**src/rtl/burst_cmd_pkg.sv**
```systemverilog
package burst_cmd_pkg;
  typedef enum logic [1:0] {
    CTL_IDLE = 2'd0,
    CTL_REQ  = 2'd1,
    CTL_DATA = 2'd2
  } ctl_state_t;
endpackage

```
**src/rtl/burst_piece_calc.sv**
```systemverilog
module burst_piece_calc #(
  parameter int MAX_BEATS = 16,
  parameter int CNT_W     = 11,
  parameter int PIECE_W   = 5
) (
  input  logic [CNT_W-1:0]   remaining,
  output logic [PIECE_W-1:0] piece
);
  localparam logic [CNT_W-1:0] MAX_C  = CNT_W'(MAX_BEATS);
  localparam logic [CNT_W-1:0] TAIL_C = CNT_W'(MAX_BEATS + 1);

  always_comb begin
    if (remaining > MAX_C) begin
      // never leave a lone beat for the last piece
      if (remaining == TAIL_C) piece = PIECE_W'(MAX_BEATS - 1);
      else                     piece = PIECE_W'(MAX_BEATS);
    end else begin
      piece = remaining[PIECE_W-1:0];
    end
  end
endmodule

```
**src/rtl/burst_launch_gate.sv**
```systemverilog
module burst_launch_gate (
  input  logic rd_req,
  input  logic wr_req,
  input  logic rd_ready,
  input  logic wr_ready,
  output logic go,
  output logic go_rnw
);
  logic rd_ok, wr_ok;
  always_comb begin
    rd_ok  = rd_req & rd_ready;
    wr_ok  = wr_req & wr_ready;
    go     = rd_ok | wr_ok;
    go_rnw = rd_ok;
  end
endmodule

```
**src/rtl/burst_status_regs.sv**
```systemverilog
module burst_status_regs (
  input  logic clk,
  input  logic rst,
  input  logic ack_fire,
  input  logic timeout_fire,
  input  logic done_fire,
  input  logic err_seen,
  input  logic rnw,
  output logic ack_o,
  output logic cmplt_o,
  output logic error_o,
  output logic timeout_o,
  output logic rd_disc_o,
  output logic wr_disc_o
);
  always_ff @(posedge clk) begin
    if (rst) begin
      ack_o     <= 1'b0;
      cmplt_o   <= 1'b0;
      error_o   <= 1'b0;
      timeout_o <= 1'b0;
      rd_disc_o <= 1'b0;
      wr_disc_o <= 1'b0;
    end else begin
      ack_o     <= ack_fire & ~timeout_fire;
      cmplt_o   <= timeout_fire | done_fire;
      error_o   <= timeout_fire | (done_fire & err_seen);
      timeout_o <= timeout_fire;
      rd_disc_o <= timeout_fire & rnw;
      wr_disc_o <= timeout_fire & ~rnw;
    end
  end
endmodule

```
**src/rtl/burst_cmd_splitter.sv**
```systemverilog
module burst_cmd_splitter #(
  parameter int ADDR_W       = 32,
  parameter int LEN_W        = 12,
  parameter int NATIVE_BYTES = 4,
  parameter int MAX_BEATS    = 16,
  parameter int PIECE_W      = $clog2(MAX_BEATS + 1)
) (
  input  logic                    clk,
  input  logic                    rst,
  input  logic                    cmd_rd_req,
  input  logic                    cmd_wr_req,
  input  logic [ADDR_W-1:0]       cmd_addr,
  input  logic [LEN_W-1:0]        cmd_len,
  input  logic                    cmd_burst,
  input  logic [NATIVE_BYTES-1:0] cmd_be,
  input  logic                    rd_dst_ready,
  input  logic                    wr_src_ready,
  output logic                    bus_req,
  output logic                    bus_rnw,
  output logic [ADDR_W-1:0]       bus_addr,
  output logic [NATIVE_BYTES-1:0] bus_be,
  output logic                    bus_burst,
  output logic [PIECE_W-1:0]      bus_beats,
  input  logic                    bus_addr_ack,
  input  logic                    bus_timeout,
  input  logic                    bus_data_done,
  input  logic                    bus_data_err,
  output logic                    st_cmd_ack,
  output logic                    st_cmplt,
  output logic                    st_error,
  output logic                    st_timeout,
  output logic                    rd_discontinue,
  output logic                    wr_discontinue
);
  import burst_cmd_pkg::*;

  localparam int BYTE_SHIFT = $clog2(NATIVE_BYTES);
  localparam int CNT_W      = LEN_W - BYTE_SHIFT + 1;

  ctl_state_t                state_q;
  logic                      rnw_q, burst_q, first_q, err_acc_q;
  logic [NATIVE_BYTES-1:0]   be_q;
  logic [ADDR_W-1:0]         addr_q;
  logic [CNT_W-1:0]          remain_q;
  logic [PIECE_W-1:0]        piece_q;

  logic                      go, go_rnw;
  logic [CNT_W-1:0]          init_beats, calc_in;
  logic [PIECE_W-1:0]        calc_piece;
  logic                      last_piece;
  logic                      ack_fire, to_fire, done_fire, err_seen;

  burst_launch_gate u_gate (
    .rd_req   (cmd_rd_req),
    .wr_req   (cmd_wr_req),
    .rd_ready (rd_dst_ready),
    .wr_ready (wr_src_ready),
    .go       (go),
    .go_rnw   (go_rnw)
  );

  always_comb begin
    init_beats = cmd_burst ? CNT_W'(cmd_len >> BYTE_SHIFT) : CNT_W'(1);
    calc_in    = (state_q == CTL_IDLE) ? init_beats
                                       : (remain_q - CNT_W'(piece_q));
    last_piece = (remain_q == CNT_W'(piece_q));
  end

  burst_piece_calc #(
    .MAX_BEATS (MAX_BEATS),
    .CNT_W     (CNT_W),
    .PIECE_W   (PIECE_W)
  ) u_calc (
    .remaining (calc_in),
    .piece     (calc_piece)
  );

  always_comb begin
    to_fire   = (state_q == CTL_REQ) & bus_timeout;
    ack_fire  = (state_q == CTL_REQ) & bus_addr_ack & ~bus_timeout & first_q;
    done_fire = (state_q == CTL_DATA) & bus_data_done & last_piece;
    err_seen  = err_acc_q | bus_data_err;
  end

  always_ff @(posedge clk) begin
    if (rst) begin
      state_q   <= CTL_IDLE;
      rnw_q     <= 1'b0;
      burst_q   <= 1'b0;
      first_q   <= 1'b0;
      err_acc_q <= 1'b0;
      be_q      <= '0;
      addr_q    <= '0;
      remain_q  <= '0;
      piece_q   <= '0;
    end else begin
      unique case (state_q)
        CTL_IDLE: begin
          if (go) begin
            state_q   <= CTL_REQ;
            rnw_q     <= go_rnw;
            burst_q   <= cmd_burst;
            be_q      <= cmd_burst ? '1 : cmd_be;
            addr_q    <= cmd_addr;
            remain_q  <= init_beats;
            piece_q   <= calc_piece;
            first_q   <= 1'b1;
            err_acc_q <= 1'b0;
          end
        end
        CTL_REQ: begin
          if (bus_timeout) begin
            state_q <= CTL_IDLE;
          end else if (bus_addr_ack) begin
            state_q <= CTL_DATA;
            first_q <= 1'b0;
          end
        end
        CTL_DATA: begin
          if (bus_data_done) begin
            err_acc_q <= err_seen;
            if (last_piece) begin
              state_q <= CTL_IDLE;
            end else begin
              state_q  <= CTL_REQ;
              addr_q   <= addr_q + (ADDR_W'(piece_q) << BYTE_SHIFT);
              remain_q <= remain_q - CNT_W'(piece_q);
              piece_q  <= calc_piece;
            end
          end
        end
        default: state_q <= CTL_IDLE;
      endcase
    end
  end

  always_comb begin
    bus_req   = (state_q == CTL_REQ);
    bus_rnw   = rnw_q;
    bus_addr  = addr_q;
    bus_be    = be_q;
    bus_burst = burst_q;
    bus_beats = piece_q;
  end

  burst_status_regs u_status (
    .clk          (clk),
    .rst          (rst),
    .ack_fire     (ack_fire),
    .timeout_fire (to_fire),
    .done_fire    (done_fire),
    .err_seen     (err_seen),
    .rnw          (rnw_q),
    .ack_o        (st_cmd_ack),
    .cmplt_o      (st_cmplt),
    .error_o      (st_error),
    .timeout_o    (st_timeout),
    .rd_disc_o    (rd_discontinue),
    .wr_disc_o    (wr_discontinue)
  );
endmodule

```
**config.mk**
```make
export PLATFORM = sky130hd
export DESIGN_NAME = burst_cmd_splitter
export DESIGN_NICKNAME = d
export VERILOG_FILES = /design/src/rtl/burst_cmd_pkg.sv /design/src/rtl/burst_piece_calc.sv /design/src/rtl/burst_launch_gate.sv /design/src/rtl/burst_status_regs.sv /design/src/rtl/burst_cmd_splitter.sv
export SDC_FILE = /design/constraint.sdc
export NUM_CORES = 1
export LEC_CHECK = 0
export ABC_AREA = 1
export ABC_CLOCK_PERIOD_IN_PS = 5000
export BUFFER_PORTS_ARGS = -buffer_cell sky130_fd_sc_hd__buf_2
export CORE_UTILIZATION = 25
export CTS_CLUSTER_DIAMETER = 80
export DETAILED_ROUTE_END_ITERATION = 6
export PLACE_DENSITY = 0.52
export SYNTH_ARGS = -nofsm -noshare
export SYNTH_HDL_FRONTEND = slang
export SYNTH_SLANG_ARGS = --single-unit
```
**constraint.sdc**
```tcl
create_clock -name clk -period 5 [get_ports clk]
set_input_delay 0.5 -clock clk [delete_from_list [all_inputs] [get_ports clk]]
set_output_delay 0.5 -clock clk [all_outputs]
set_load 0.01 [all_outputs]
```
==> results.md <==
* CTS Buf Count at 9
* Grt met3 use at 2.778%
* Max transition margin at 36.79%
* Setup TNS at 0 ns
* Synth top area cells: dfxtp_1, nand2_1, nor2_1, nand3_1, a21oi_1
* Crit path max-delay family: simple AND/OR/NAND/NOR gates
* Placed Instance Area at 5020 µm²
* DRT Pass-1 Iters at 7
* Internal power at 1168 µW
* Buffers on Ports at 106
* CTS tree: done
* Switching pwr at 683.2 µW
* Crit path kind: reg -> reg
* Routed length per instance at 14.32 µm
* Critical path peak fanout at 4
* H-tree depth at 3
* Nature of the critical path startpoint: register
* Cell count after synthesis at 694
* Worst Hold Path Cells at 3
* Full die area at 17890 µm²
* GRT Residual Overflow at 0
* Synth Net Count at 765
* Cell type with the largest total area after synthesis: dfxtp_1
* Power per cell area at 348.8 nW/µm²
* Largest net degree at the start of global routing at 57
* Starting Density at 25.90%
* Row count at 47
* YS warnings at 0
* Min Tclk post-route at 2.599 ns
* Hold WS at 0.3890 ns
* DR vias at 4756
* Diode count at 0
* Synth cell types at 43
* Clock root cell: clkbuf_16
* Worst path slowest cell: dfxtp_1
* Fin crit share at 51.98%
* Worst Clk Skew at 0.004288 ns
* Post-synth top cells: nand2_1, nor2_1, dfxtp_1
* Place WS at 2.400 ns
* Antenna Violating Nets Remaining at 0
* Worst-Margin Slew at 0.9481 ns
* Initial antenna violation count at 0
* Residual DRC at 0
* Sw frac at 36.90%
* Post-CTS setup buffers at 0
* GRT Resource Usage Total at 16.87%
* Resized cells post-CTS at 0
* Syn_area_per_cell at 6.254 µm²
* CP Buf/Inv Count at 2
* Combinational Power Share at 31.6%
* Clock sink total at 64
* Area delta synth->final at 22.28%
* Met2 Track Usage GR at 26.97%
* Flops & latches, synth at 64
* Unrepaired setup endpoints after global routing: false
* Routability Congestion at 0.8933
* Most crowded layer after global routing: met2
* Worst skew pair latency at 0.34 ns
* FMAX at 0.3847 GHz
* Vias in the first global route at 4647
* Final HPWL DP at 10430 µm
* Crit path depth at 15
* Worst path cell trace: ha_1, inv_1, fa_1, inv_1, nand3_1, nand2_1, nand2_1, nand2_1, nand2_1, nor2_2, nand2_1, or2_0, nand3_1, o211ai_1, a21oi_2
* Final hold vios at 0
* First-pass GRT wire length at 23620 µm
* Die height at 133.8 µm
* WP data required at 5.26 ns
* Leakage power at 0.002370 µW
* Ports at 109
* Nets@finish at 856
* HP Class: in -> reg
* Fin area at 5308 µm²
* # hold bufs at CTS at 0
* Vias/cell at 4.714
* Met1 Usage GRT at 22.35%
* Initial DRC count at 333
* Largest stage delay, worst path at 0.41 ns
* Share of flip-flops with an asynchronous set or reset at 0%
* Status: completed
* R2R depth at 15
* Top-count cell post-synth: nand2_1
* Core region area at 16760 µm²
* Clock Power Share at 34.1%
* Sequential power share at 34.3%
* Crit path DAT at 2.86 ns
* Seq/Total Area, Yosys at 29.52%
* CTS clock-pin slew for the worst setup and hold paths at 0.06 ns
* Yosys top cell area share at 29.52%
* Crit path top cell by count: nand2_1
* Die Width at 133.8 µm
* Max cap viols at 0
* Final count of pins violating max slew at 0
* Final WS setup at 2.401 ns
* Worst vdd ir at 162.7 µV
* DRT Wirelength at 14450 µm
* Post-Syn Area at 4340 µm²
* Ys flop type: dfxtp_1
* Layout cell share with drive strength beyond 1 at 20.03%
* Clock Path Buffers at 2
* Fill count at 1888
* Post-synth EDFFs at 0
* Final setup vio count at 0
* CP Capture Type: register
==> metal layers <==
layer,vias to the layer above,routed length (µm)
li1,2482,-
met1,2128,7090
met2,133,6422
met3,13,671
met4,0,268
met5,-,0
==> through the flow <==
stage                     power (µW)  utilization [%]  cells
after floorplan                 1052                -    694
after global placement          1229            29.95    994
after detailed placement        1230            29.95    994
after CTS                       1870            31.67   1009
after global routing            1985            31.67   1009
final                           1851            31.67   1009
==> layout make-up <==
cell class                 instances  area, µm²  area share, %
clock inverter                     4      45.04         0.8487
multi-input combinational        531       2648          49.88
tap                              220      275.3          5.186
sequential                        64       1281          24.14
inverter                          70      262.8          4.950
clock buffer                      11      242.7          4.573
timing repair buffer             109      553.0          10.42
==> registers in the layout (all words and copies together), names as in the netlist <==
register            count
bus_addr               32
bus_be                  4
bus_beats               5
bus_burst               1
bus_rnw                 1
err_acc_q               1
first_q                 1
remain_q               11
state_q                 2
u_status.ack_o          1
u_status.cmplt_o        1
u_status.error_o        1
u_status.rd_disc_o      1
u_status.timeout_o      1
u_status.wr_disc_o      1
==> logic make-up (layout without fill, tap and decap cells) <==
kind of cell	after synthesis	in the layout	share of synthesized area, %
AND/OR/NAND/NOR	391	391	39.67
AO/OA/AOI/OAI	126	126	17.12
buffers and inverters	99	194	9.484
flip-flops	64	64	29.52
adder cells (fa/ha/maj)	12	12	3.805
XOR/XNOR	2	2	0.4036
==> worst min-delay path: stages <==
cell,delay [ns]
buf_2,0.08
nor2_1,0.03
nor2_1,0.08
==> path summary, 6_finish.rpt <==
check	startpoint	end	slack [ns]
worst min-delay path	cmd_addr[0]	bus_addr[0]$_SDFFE_PP0P_	0.39
worst min register to register	first_q$_SDFFE_PP0P_	u_status.ack_o$_SDFF_PP0_	0.44
worst max-delay path	bus_beats[0]$_SDFFE_PP0P_	bus_addr[28]$_SDFFE_PP0P_	2.40
worst max register to register	bus_beats[0]$_SDFFE_PP0P_	bus_addr[28]$_SDFFE_PP0P_	2.40
==> power by group through the flow <==
stage	sequential [µW]	combinational, µW	clock (µW)
finish	636	585	631
global route	646	671	668
CTS	636	588	646
detailed placement	646	583	0
global placement	647	581	0
floorplan	648	404	0
==> cell usage in the layout (no fill, tap or decap), drive strengths merged, types with 2 or more instances in the layout <==
cell      n
nand2   199
buf     109
nor2     82
inv      69
dfxtp    64
nand3    57
a21oi    55
o21ai    43
nor3     20
nand4    11
clkbuf   11
or2      11
ha       10
o211ai    8
nand3b    6
a211oi    6
o221a     4
clkinv    4
nor4      4
a221oi    3
xor2      2
o22ai     2
a31oi     2
fa        2
No activity file was read; power rests on OpenSTA's default activity.
